### config.mk
export PLATFORM = sky130hd
export DESIGN_NAME = pof_out_fmt
export DESIGN_NICKNAME = d
export VERILOG_FILES = /design/src/rtl/pof_pkg.sv /design/src/rtl/pof_seq.sv /design/src/rtl/pof_pack.sv /design/src/rtl/pof_dv.sv /design/src/rtl/pof_out_fmt.sv
export SDC_FILE = /design/constraint.sdc
export NUM_CORES = 1
export LEC_CHECK = 0
export CORE_MARGIN = 4
export CORE_UTILIZATION = 41
export CTS_BUF_LIST = sky130_fd_sc_hd__clkbuf_2
export CTS_CLUSTER_SIZE = 10
export DETAILED_ROUTE_END_ITERATION = 12
export PLACE_DENSITY = 0.87
export SLEW_MARGIN = 25
export SYNTH_ARGS = -nofsm -noshare
export SYNTH_HDL_FRONTEND = slang
export SYNTH_SLANG_ARGS = --single-unit
### constraint.sdc
create_clock -name clk -period 1.5 [get_ports clk]
set_input_delay 0.225 -clock clk [delete_from_list [all_inputs] [get_ports clk]]
set_output_delay 0.225 -clock clk [all_outputs]
set_load 0.005 [all_outputs]
### src/rtl/pof_pkg.sv
package pof_pkg;
    typedef enum logic [1:0] {
        MD_YCC8  = 2'd0,
        MD_YCC16 = 2'd1,
        MD_RGB15 = 2'd2,
        MD_RGB16 = 2'd3
    } fmt_mode_e;

    typedef enum logic [1:0] {
        ST_BLANK  = 2'd0,
        ST_VBI    = 2'd1,
        ST_ACTIVE = 2'd2
    } line_st_e;
endpackage

### src/rtl/pof_seq.sv
module pof_seq
    import pof_pkg::*;
#(
    parameter int PH_W = 2
) (
    input  logic            clk,
    input  logic            rst_n,
    input  logic            blank_i,
    input  logic            vbi_i,
    input  logic [1:0]      mode_i,
    output logic [PH_W-1:0] phase_o,
    output fmt_mode_e       mode_o,
    output line_st_e        state_o
);
    line_st_e        state_q, state_d;
    logic [PH_W-1:0] phase_q;
    fmt_mode_e       mode_q;
    logic            restart;

    // next state and line restart decode
    always_comb begin
        restart = 1'b0;
        unique case (state_q)
            ST_BLANK:  restart = !blank_i;
            ST_VBI:    restart = !blank_i;
            ST_ACTIVE: restart = 1'b0;
            default:   restart = !blank_i;
        endcase
        if (!blank_i)
            state_d = ST_ACTIVE;
        else if (vbi_i)
            state_d = ST_VBI;
        else
            state_d = ST_BLANK;
    end

    always_ff @(posedge clk or negedge rst_n) begin
        if (!rst_n) begin
            state_q <= ST_BLANK;
        end else begin
            state_q <= state_d;
        end
    end

    assign phase_o = restart ? '0 : phase_q;

    always_ff @(posedge clk or negedge rst_n) begin
        if (!rst_n) begin
            phase_q <= '0;
            mode_q  <= MD_YCC8;
        end else begin
            phase_q <= phase_o + PH_W'(1);
            if (blank_i)
                mode_q <= fmt_mode_e'(mode_i);
        end
    end

    assign mode_o  = mode_q;
    assign state_o = state_q;
endmodule

### src/rtl/pof_pack.sv
module pof_pack
    import pof_pkg::*;
#(
    parameter int          DW    = 8,
    parameter int          BW    = 2 * DW,
    parameter logic [DW-1:0] Y_BLK = 8'h10,
    parameter logic [DW-1:0] C_BLK = 8'h80
) (
    input  fmt_mode_e     mode_i,
    input  logic [1:0]    phase_i,
    input  logic          force_i,
    input  logic [DW-1:0] y_i,
    input  logic [DW-1:0] cb_i,
    input  logic [DW-1:0] cr_i,
    input  logic [DW-1:0] r_i,
    input  logic [DW-1:0] g_i,
    input  logic [DW-1:0] b_i,
    output logic [BW-1:0] bus_o
);
    logic [DW-1:0] byte_ser;
    logic [DW-1:0] blk_ser;
    logic [DW-1:0] chroma;
    logic [15:0]   rgb15;
    logic [15:0]   rgb16;

    always_comb begin
        chroma   = phase_i[0] ? cr_i : cb_i;
        byte_ser = phase_i[0] ? y_i : (phase_i[1] ? cr_i : cb_i);
        blk_ser  = phase_i[0] ? Y_BLK : C_BLK;
        rgb15    = {1'b0, r_i[DW-1 -: 5], g_i[DW-1 -: 5], b_i[DW-1 -: 5]};
        rgb16    = {r_i[DW-1 -: 5], g_i[DW-1 -: 6], b_i[DW-1 -: 5]};
        bus_o    = '0;
        unique case (mode_i)
            MD_YCC8:  bus_o = {(force_i ? blk_ser : byte_ser), {DW{1'b0}}};
            MD_YCC16: bus_o = force_i ? {Y_BLK, C_BLK} : {y_i, chroma};
            MD_RGB15: bus_o = force_i ? '0 : BW'(rgb15);
            MD_RGB16: bus_o = force_i ? '0 : BW'(rgb16);
            default:  bus_o = '0;
        endcase
    end
endmodule

### src/rtl/pof_dv.sv
module pof_dv (
    input  logic clk,
    input  logic rst_n,
    input  logic blank_i,
    input  logic vbi_i,
    input  logic latch_i,
    input  logic duty_i,
    input  logic ycc8_i,
    input  logic phase0_i,
    output logic dv_o
);
    logic tog_q;
    logic live;

    assign live = !blank_i || vbi_i;

    always_comb begin
        if (latch_i)
            dv_o = blank_i ? tog_q : 1'b1;
        else if (duty_i && ycc8_i)
            dv_o = live && !phase0_i;
        else
            dv_o = live;
    end

    always_ff @(posedge clk or negedge rst_n) begin
        if (!rst_n)
            tog_q <= 1'b0;
        else
            tog_q <= blank_i ? ~tog_q : 1'b0;
    end
endmodule

### src/rtl/pof_out_fmt.sv
module pof_out_fmt
    import pof_pkg::*;
(
    input  logic        clk,
    input  logic        rst_n,
    input  logic [1:0]  mode_i,
    input  logic        dv_latch_i,
    input  logic        dv_duty_i,
    input  logic        dv_pol_i,
    input  logic [7:0]  y_i,
    input  logic [7:0]  cb_i,
    input  logic [7:0]  cr_i,
    input  logic [7:0]  r_i,
    input  logic [7:0]  g_i,
    input  logic [7:0]  b_i,
    input  logic        blank_i,
    input  logic        hsync_i,
    input  logic        vsync_i,
    input  logic        field_i,
    input  logic        vbi_valid_i,
    output logic [15:0] pix_o,
    output logic        blank_o,
    output logic        hsync_o,
    output logic        vsync_o,
    output logic        dvalid_o,
    output logic        vbi_valid_o,
    output logic        field_o
);
    localparam int DW = 8;
    localparam int BW = 2 * DW;

    logic [1:0]    phase;
    fmt_mode_e     mode_eff;
    line_st_e      line_st;
    logic          force_blk;
    logic [BW-1:0] bus;
    logic          dv_raw;

    assign force_blk = blank_i && !vbi_valid_i;

    pof_seq #(.PH_W(2)) u_seq (
        .clk     (clk),
        .rst_n   (rst_n),
        .blank_i (blank_i),
        .vbi_i   (vbi_valid_i),
        .mode_i  (mode_i),
        .phase_o (phase),
        .mode_o  (mode_eff),
        .state_o (line_st)
    );

    pof_pack #(.DW(DW), .BW(BW)) u_pack (
        .mode_i  (mode_eff),
        .phase_i (phase),
        .force_i (force_blk),
        .y_i     (y_i),
        .cb_i    (cb_i),
        .cr_i    (cr_i),
        .r_i     (r_i),
        .g_i     (g_i),
        .b_i     (b_i),
        .bus_o   (bus)
    );

    pof_dv u_dv (
        .clk      (clk),
        .rst_n    (rst_n),
        .blank_i  (blank_i),
        .vbi_i    (vbi_valid_i),
        .latch_i  (dv_latch_i),
        .duty_i   (dv_duty_i),
        .ycc8_i   (mode_eff == MD_YCC8),
        .phase0_i (phase[0]),
        .dv_o     (dv_raw)
    );

    always_ff @(posedge clk or negedge rst_n) begin
        if (!rst_n) begin
            pix_o       <= '0;
            blank_o     <= 1'b0;
            hsync_o     <= 1'b0;
            vsync_o     <= 1'b0;
            dvalid_o    <= 1'b0;
            vbi_valid_o <= 1'b0;
            field_o     <= 1'b0;
        end else begin
            pix_o       <= bus;
            blank_o     <= blank_i;
            hsync_o     <= hsync_i;
            vsync_o     <= vsync_i;
            dvalid_o    <= dv_raw ^ dv_pol_i;
            vbi_valid_o <= vbi_valid_i;
            field_o     <= field_i;
        end
    end
endmodule

== Word-level counts from Yosys, hierarchy flattened ==
Cells that the tools add are included.
Widths: inputs -> output; s select.
Storage, ports and cells
  register bits after elaboration: 29
  logic and storage cells: 43
  input port bits: 60
  output and inout port bits: 22
Cells by class
  mux-type cells: 17
  reductions and logical operators: 8
  equality and inequality tests: 4
  bitwise logic cells: 2
  $add $sub $neg: 1
Operator list (number)
  $pmux 16 s4: 1
  $mux 8: 5
  $mux 16: 2
  $mux 15: 1
  $eq 2x2->1 const B: 3
  $mux 1: 6
  $mux 2: 2
  $logic_and 1x1->1: 3
  $logic_not 1->1: 3
  $add 2x1->2 const B: 1
  $eq 2x1->1 const B: 1
  $logic_not 2->1: 1
  $logic_or 1x1->1: 1
  $not 1->1: 1
  $xor 1x1->1: 1

== Longest topological paths before layout ==
Gate-level depths: netlist of the first run.
  depth in word-level cells: 8
  mapped depth: 6
  mapped depth without buffers: 4

== By module ==
A second synthesis of the first run with hierarchy kept.
Second synthesis, totals
  cells, all modules: 140
  area total of the unflattened synthesis: 1579.0 µm²
Modules (own cells, without submodules)
  pof_pack: area an instance 720.7 µm², seq. area each 0.0 µm², instances 1, cells each 94
  pof_out_fmt: area an instance 569.3 µm², seq. area each 550.5 µm², instances 1, cells each 25
  pof_seq: area an instance 229.0 µm², seq. area each 150.1 µm², instances 1, cells each 16
  pof_dv: area an instance 60.1 µm², seq. area each 25.0 µm², instances 1, cells each 5

== Worst setup path after synthesis of the first run ==
Ideal clock, no wire load.
  path type: register to register
  from: register u_seq.state_q[0] (netlist: u_seq.state_o[0])
  to: register pix_o[7]
  period minus slack after synthesis: 1392 ps
  path buffers: 0
  arrival: 1270 ps
  stages on the path, launching flop included: 5
  library setup time: 122 ps
  required time: 1378 ps
  path slack: 108 ps
  cells stage by stage: dfrtp_1 > nor2b_4 > o21ai_4 > or3_1 > a32o_1
Between the ends
  longest elaborated chain between the ends: 6
RTL lines
  start: declaration: line pof_seq.sv:15  | line_st_e state_q, state_d;
  start signal: assignment: line pof_seq.sv:41  | state_q <= state_d;
  $eq 2x2->1: line pof_seq.sv:23  | unique case (state_q)
  $mux 1
  $mux 2: line pof_seq.sv:45  | assign phase_o = restart ? '0 : phase_q;
  $mux 8: line pof_pack.sv:27  | chroma = phase_i[0] ? cr_i : cb_i;
  $mux 16: line pof_pack.sv:35  | MD_YCC16: bus_o = force_i ? {Y_BLK, C_BLK} : {y_i, chroma};
  $pmux 16 s4: line pof_pack.sv:33  | unique case (mode_i)
  net bus[7]: line pof_out_fmt.sv:36  | logic [BW-1:0] bus;
  end signal: assignment: line pof_out_fmt.sv:87  | pix_o <= bus;
  end: declaration: line pof_out_fmt.sv:21  | output logic [15:0] pix_o,
The timed path passes the listed nets, and every way through them passes these cells.
A chain may end at the register's enable or synchronous reset.

== Worst setup path after layout of the first run ==
  from: register pix_o[7]
  to: output port pix_o[7]
No word-level cell between the ends.

==> results of run 1 <==
-- flip-flops by register name, indices dropped and copies added, names as in the netlist --
| register | flops |
|---|---|
| field_o | 1 |
| u_seq.mode_o | 2 |
| blank_o | 1 |
| dvalid_o | 1 |
| u_dv.tog_q | 1 |
| pix_o | 16 |
| u_seq.state_o | 2 |
| u_seq.phase_q | 2 |
| hsync_o | 1 |
| vsync_o | 1 |
| vbi_valid_o | 1 |
-- stage by stage --
stage | power [W] | area [um2] | utilization
after global placement | 0.00173 | 2450 | 0.664
after CTS | 0.00211 | 2480 | 0.673
after detailed placement | 0.00175 | 2450 | 0.664
after floorplan | 0.00131 | 1570 | -
after global routing | 0.00221 | 2490 | 0.676
final | 0.00210 | 2490 | 0.676
-- how the worst min path moves through the flow --
stage / startpoint / endpoint / cells after the start / slack, ns
2_1_floorplan: rst_n / blank_o$_DFF_PN0_ / 0 / -0.07
3_3_place_gp: u_dv.tog_q$_DFF_PN0_ / u_dv.tog_q$_DFF_PN0_ / 1 / 0.53
3_5_place_dp: u_dv.tog_q$_DFF_PN0_ / u_dv.tog_q$_DFF_PN0_ / 1 / 0.53
4_1_cts: rst_n / pix_o[1]$_DFF_PN0_ / 2 / 0.23
5_1_grt: rst_n / pix_o[13]$_DFF_PN0_ / 2 / 0.25
6_report: rst_n / pix_o[10]$_DFF_PN0_ / 2 / 0.22
-- final cells by class --
cell class              count  area, um2
clock buffers               6       30.0
clock inverters             1       3.75
fillers                   301       1190
inverters                   4       15.0
multi-input cells         117        783
flip-flops and latches     29        726
well taps                  48       60.1
repair buffers             91        876
-- logic make-up (layout without fill, tap and decap cells) --
logic type / after synthesis / after routing / synth area share
AND/OR/NAND/NOR: 42 / 42 / 0.136
flip-flops: 29 / 29 / 0.461
AO/OA/AOI/OAI: 56 / 56 / 0.237
multiplexers: 17 / 17 / 0.114
XOR/XNOR: 2 / 2 / 0.0111
buffers and inverters: 13 / 102 / 0.0413
-- layer usage --
| metal | routed length (um) | vias up |
|---|---|---|
| li1 | - | 753 |
| met1 | 1840 | 723 |
| met2 | 2190 | 84 |
| met3 | 393 | 7 |
| met4 | 87 | 0 |
| met5 | 0 | - |
-- what timing repair did --
action	4_1_cts	5_1_grt
endpoints found under the setup margin	0	4
buffers inserted	0	0
hold buffers	0	0
resized for setup	0	4
-- cell usage in the layout (no fill, tap or decap), types with 2 or more instances in the layout --
cell type,instances
clkdlybuf4s50_1,69
dfrtp_1,29
buf_4,18
nand2_1,15
a21oi_1,14
mux2i_1,10
nor2_1,10
o21ai_0,10
a2bb2oi_1,7
mux2_2,7
o22ai_1,6
clkbuf_2,6
nand2b_1,5
inv_1,4
nor2b_1,4
o21ai_1,4
dlymetal6s2s_1,4
o32ai_1,2
and3_1,2
xnor2_1,2
a21boi_0,2
-- report_power, final --
group | internal (W) | switching (W)
clock network | 0.000109 | 0.000259
registers | 0.000877 | 0.0000731
logic | 0.000470 | 0.000312
==> summary.md, run 1 <==
| Metric | Value |
|---|---|
| Syn Std Cell Area | `1570 um2` |
| Avg WL per Cell | `15.2 um` |
| Layout Cells excl Fill | `296` |
| Synth Instances | `159` |
| CP startpoint | `pix_o[7]$_DFF_PN0_` |
| Final RePlAce weighted congestion | `~0.84` |
| Maximum root-to-sink buffer count | `2` |
| Largest net degree at the start of global routing | `30` |
| Nets | `between 300 and 400` |
| Post-synth top cells | `29 x dfrtp_1, 15 x nand2_1, 14 x a21oi_1` |
| Async SR Flop Fraction | `1.00` |
| Met3 Use GR | `0.0532` |
| Power Density | `842 nW/um2` |
| Chip width | `roughly 70 um` |
| H-tree levels | `2` |
| Worst Clk Skew | `0.0277 ns` |
| Final worst slack | `0.0394 ns` |
| Number of buffers created by CTS | `5` |
| Post-route DRC | `0` |
| Synth Net Count | `219` |
| Post-synth EDFFs | `0` |
| Minimum clock period | `~1.5 ns` |
| Slowest cell delay on critical path | `0.50 ns` |
| First-pass GRT wire length | `7270 um` |
| Die Height | `70.0 um` |
| Peak Freq | `685 MHz` |
| Delay-heaviest family, CP | `buffers and inverters` |
| Worst skew pair latency | `0.36 ns` |
| Max Cap Viol | `0` |
| Slew at the pin closest to its max-slew limit | `0.427 ns` |
| Lkg Pwr | `1.12 nW` |
| Req. time, crit path | `1.27 ns` |
| Post-synth top area share | `0.461` |
| R2r startpoint | `u_seq.state_o[0]$_DFF_PN0_` |
| DP HPWL | `3480 um` |
| Initial antenna violation count | `0` |
| Reg2reg path depth | `4` |
| Ys Warns | `0` |
| Syn-to-layout area delta | `58.4%` |
| VDD IR-drop max | `532 uV` |
| Row cnt | `22` |
| Post-synth cell types | `36` |
| Sequential share of the synthesized area | `0.461` |
| Critical path class | `reg -> out` |
| DR iter-0 viols | `140` |
| Clock-pin slew on the worst setup and hold paths | `between 0.15 and 0.2 ns` |
| Diodes inserted | `0` |
| Fin. max-slew vios | `0` |
| Reg-to-Reg End | `pix_o[7]$_DFF_PN0_` |
| Startpoint types | `flop` |
| Core Area | `roughly 3700 um2` |
| All-Layer GR Usage | `0.189` |
| Mean Syn Cell Area | `9.90 um2` |
| Final Hold Viols | `0` |
| Status | `finished, final reports clean` |
| Antenna Nets Post-Route | `0` |
| Dpl cells | `289` |
| IO buf count | `73` |
| Starting density of the core | `0.427` |
| Synth Register Bits | `29` |
| Reg-to-reg slack, setup | `~0.11 ns` |
| Min-delay worst type | `in -> async` |
| Met2 global-route usage | `0.321` |
| Vias in the first global route | `1573` |
| Synth top area cells | `dfrtp_1 46%, mux2i_1 6.4%, mux2_2 5.0%, a21oi_1 4.5%, a2bb2oi_1 3.9%` |
| Final period util | `0.974` |
| Fin Hold WS | `0.224 ns` |
| Grt met1 use | `0.220` |
| Setup Viol. Count Final | `0` |
| RSZ-0062 raised after global routing | `false` |
| GRT busiest layer | `met2` |
| Synth Flop Type | `dfrtp_1` |
| Most common cell in the netlist | `dfrtp_1` |
| CP arrival | `between 1 and 1.5 ns` |
| DR vias | `approximately 1600` |
| Slowest cell on crit path | `clkdlybuf4s50_1` |
| Grt ovf | `0` |
| Crit path to | `pix_o[7]` |
| CTS tree | `done` |
| Root Driver | `clkbuf_2` |
| Post-route setup TNS | `0 ns` |
| Die area | `around 5000 um2` |
| CP bufs+invs | `1` |
| Io pins | `82` |
| First-pass detailed-route iteration total | `5` |
| Routed wire length | `4510 um` |
| Vias per inst | `5.29` |
| Layout cell share with drive strength beyond 1 | `0.145` |
| Setup WS pre-CTS | `-0.208 ns` |
| Critical Path End Type | `primary output` |
| Clock sinks | `29` |
| Slew HR | `0.715` |
| CP Max Fanout | `1` |
| Yosys top cell by area | `dfrtp_1` |
| CP cell instances | `clkdlybuf4s50_1` |
| WP depth | `1` |
Note: power is estimated with default switching activity, not from simulation.
==> run 2: changes to the inputs <==
--- a/config.mk
+++ b/config.mk
@@ -5,7 +5,6 @@
 export SDC_FILE = /design/constraint.sdc
 export NUM_CORES = 1
 export LEC_CHECK = 0
-export CORE_MARGIN = 4
 export CORE_UTILIZATION = 41
 export CTS_BUF_LIST = sky130_fd_sc_hd__clkbuf_2
 export CTS_CLUSTER_SIZE = 10
==> constraint.sdc (replaced) <==
create_clock -name clk -period 1.5 [get_ports clk]
set_input_delay 0.3 -clock clk [delete_from_list [all_inputs] [get_ports clk]]
set_output_delay 0.3 -clock clk [all_outputs]
set_load 0.005 [all_outputs]
==> run 2 against run 1 <==
- combinational power down 5.9%
- non-clock buffer count rose by 1
- core utilization up 0.27 points
- global-route usage grew 5.0 points
- final cell count rose by 0.68%
- via count increased by 1.7%
- sequential cell count did not move
- critical path depth increased by 3
- sequential power is 0.6% lower
- worst hold slack gained 0.011 ns
- worst setup slack better by 0.023 ns
- critical path type is now reg -> reg
==> summary.md, run 2 (synthesis results as in run 1) <==
| Metric | Value |
|---|---|
| Status | `finished, final reports clean` |
| Clock-pin slew on the worst setup and hold paths | `0.17 ns (about the same)` |
| Core Area | `3660 um2 (-0.75%)` |
| Fillers | `308 (+2.3%)` |
| Final period util | `0.959 (-0.0151)` |
| Nets | `309 (+0.32%)` |
| Diodes inserted | `0 (unchanged)` |
| Chip width | `64.0 um (-8.6%)` |
| Fin. max-slew vios | `0 (unchanged)` |
| First-pass detailed-route iteration total | `5 (unchanged)` |
| Max reg flops | `16 (unchanged)` |
| CP arrival | `1.75 ns (+0.51 ns)` |
| Die area | `4090 um2 (-16%)` |
| Hold buffers post-CTS | `0 (unchanged)` |
| CP cell instances | `nor2b_4, o21ai_4, or3_1, a32o_1` |
| Slowest cell on crit path | `dfrtp_1` |
| Clock sinks | `29 (unchanged)` |
| Most common cell after layout, fill and taps aside | `clkdlybuf4s50_1` |
| Worst skew pair latency | `0.40 ns (+0.04 ns)` |
| Critical path class | `reg -> reg` |
| Starting density of the core | `0.430 (+0.00321)` |
| Peak Freq | `695 MHz (+1.6%)` |
| Minimum clock period | `1.44 ns (-0.0227 ns)` |
| Routed wire length | `4380 um (-2.9%)` |
| Initial antenna violation count | `0 (unchanged)` |
| CP Max Fanout | `6 (+5)` |
| Antenna Nets Post-Route | `0 (unchanged)` |
| Vias in the first global route | `1544 (-1.8%)` |
| Startpoint types | `flop` |
| Worst Clk Skew | `0.0269 ns (-0.000728 ns)` |
| Lkg Pwr | `1.14 nW (+1.6%)` |
| Power consumption | `0.00207 W (-1.3%)` |
| VDD IR-drop max | `335 uV (-37%)` |
| CTS tree | `done` |
| All-Layer GR Usage | `0.239 (+0.0504)` |
| CP bufs+invs | `0 (-1)` |
| Largest net degree at the start of global routing | `30 (unchanged)` |
| H-tree levels | `2 (unchanged)` |
| Req. time, crit path | `1.81 ns (+0.54 ns)` |
| DR iter-0 viols | `93 (-34%)` |
| Delay-heaviest family, CP | `simple AND/OR/NAND/NOR gates` |
| IO buf count | `73 (unchanged)` |
| Post-DP Area | `2460 um2 (+0.51%)` |
| Min-delay worst type | `in -> async` |
| Number of buffers created by CTS | `5 (unchanged)` |
| Setup Viol. Count Final | `0 (unchanged)` |
| Row cnt | `22 (unchanged)` |
| Final Hold Viols | `0 (unchanged)` |
| Post-route setup TNS | `0 ns (unchanged)` |
| DR vias | `1594 (+1.7%)` |
| Die Height | `64.0 um (-8.6%)` |
| Vias per inst | `5.35 (+1.0%)` |
| Io pins | `82 (unchanged)` |
| Power Density | `834 nW/um2 (-0.92%)` |
| Layout cell share with drive strength beyond 1 | `0.152 (+0.00684)` |
| Root Driver | `clkbuf_2` |
| Slew at the pin closest to its max-slew limit | `0.439 ns (+0.0121 ns)` |
| Syn-to-layout area delta | `57.9%` |
| Maximum root-to-sink buffer count | `2 (unchanged)` |
| DP HPWL | `3350 um (-3.7%)` |
| Final instance area | `2480 um2 (-0.35%)` |
| Post-route DRC | `0 (unchanged)` |
| Max Cap Viol | `0 (unchanged)` |
| Layout Cells excl Fill | `298 (+0.68%)` |
| Commonest cells after routing, fill and taps aside | `51 x clkdlybuf4s50_1, 28 x dfrtp_1, 22 x dlygate4sd2_1` |
| Final RePlAce weighted congestion | `0.865 (+3.3%)` |
| Critical Path End Type | `flop` |
| Avg WL per Cell | `14.7 um (-3.6%)` |
| Reg with most FFs | `pix_o` |
| RSZ-0062 raised after global routing | `false` |
| Grt ovf | `0 (unchanged)` |
| Slew HR | `0.706 (-0.00812)` |
| Dpl cells | `289 (unchanged)` |
| Slowest cell delay on critical path | `0.44 ns (-0.06 ns)` |
| First-pass GRT wire length | `7300 um (+0.48%)` |
[run 2: changes by cell type in the layout (fill, tap and decap cells not counted), sizes merged]
cell and change:
clkbuf -1, clkdlybuf4s50 -18, dlygate4sd2 +22, clkinv +2
buf +1, dlymetal6s2s -4
[run 2: cell type report]
type | count | area (um2) | area share
Timing Repair Buffer | 92 | 862 | 0.347
Multi-Input combinational cell | 117 | 783 | 0.315
Sequential cell | 29 | 727 | 0.293
Tap cell | 48 | 60.1 | 0.0242
Clock buffer | 5 | 25.0 | 0.0101
Inverter | 4 | 15.0 | 0.00604
Clock inverter | 3 | 12.5 | 0.00504
[run 2: metrics by stage]
| stage | utilization | hold WS [ns] | setup slack, ns |
|---|---|---|---|
| floorplan | - | 0.00441 | 0.108 |
| global placement | 0.673 | 0.531 | -0.367 |
| detailed placement | 0.673 | 0.538 | -0.390 |
| CTS | 0.675 | 0.236 | 0.0257 |
| global route | 0.679 | 0.240 | 0.00853 |
| finish | 0.679 | 0.235 | 0.0621 |
[run 2: power by group]
group          switching, W  leakage [nW]  internal, W
logic              0.000312         0.757     0.000424
registers         0.0000667         0.354     0.000877
clock network      0.000292        0.0278     0.000101
total              0.000671          1.14      0.00140
[run 2: final timing paths]
path	startpoint	endpoint	slack (ns)	cells after the start
setup / recovery	u_seq.state_o[0]$_DFF_PN0_	pix_o[7]$_DFF_PN0_	0.06	4
setup reg to reg	u_seq.state_o[0]$_DFF_PN0_	pix_o[7]$_DFF_PN0_	0.06	4
min in group clk	hsync_i	hsync_o$_DFF_PN0_	0.31	1
hold / removal	rst_n	pix_o[1]$_DFF_PN0_	0.24	2
max in group asynchronous	rst_n	u_seq.mode_o[1]$_DFFE_PN0P_	1.07	2
hold reg to reg	u_dv.tog_q$_DFF_PN0_	u_dv.tog_q$_DFF_PN0_	0.56	1
[run 2: repair_timing]
action                     in CTS  in global routing
gates resized for setup        22                  2
pin swaps                       0                  1
buffers inserted                0                  1
setup endpoints to repair      22                  1
[run 2: routing by layer]
| metal | track usage | vias to the layer above | share of wire |
|---|---|---|---|
| met2 | 0.398 | 64 | 0.50 |
| met4 | 0.0994 | 0 | 0.023 |
| met3 | 0.0786 | 11 | 0.070 |
| met1 | 0.281 | 762 | 0.41 |
| li1 | - | 757 | - |
| met5 | 0 | - | 0 |
==> run 3: changes to the inputs <==
--- a/config.mk
+++ b/config.mk
@@ -9,6 +9,7 @@
 export CTS_BUF_LIST = sky130_fd_sc_hd__clkbuf_2
 export CTS_CLUSTER_SIZE = 10
 export DETAILED_ROUTE_END_ITERATION = 12
+export GPL_ROUTABILITY_DRIVEN = 0
 export PLACE_DENSITY = 0.87
 export SLEW_MARGIN = 25
 export SYNTH_ARGS = -nofsm -noshare
==> results of run 3 <==
The final DEF is identical to that of run 2; final timing and power are the same.
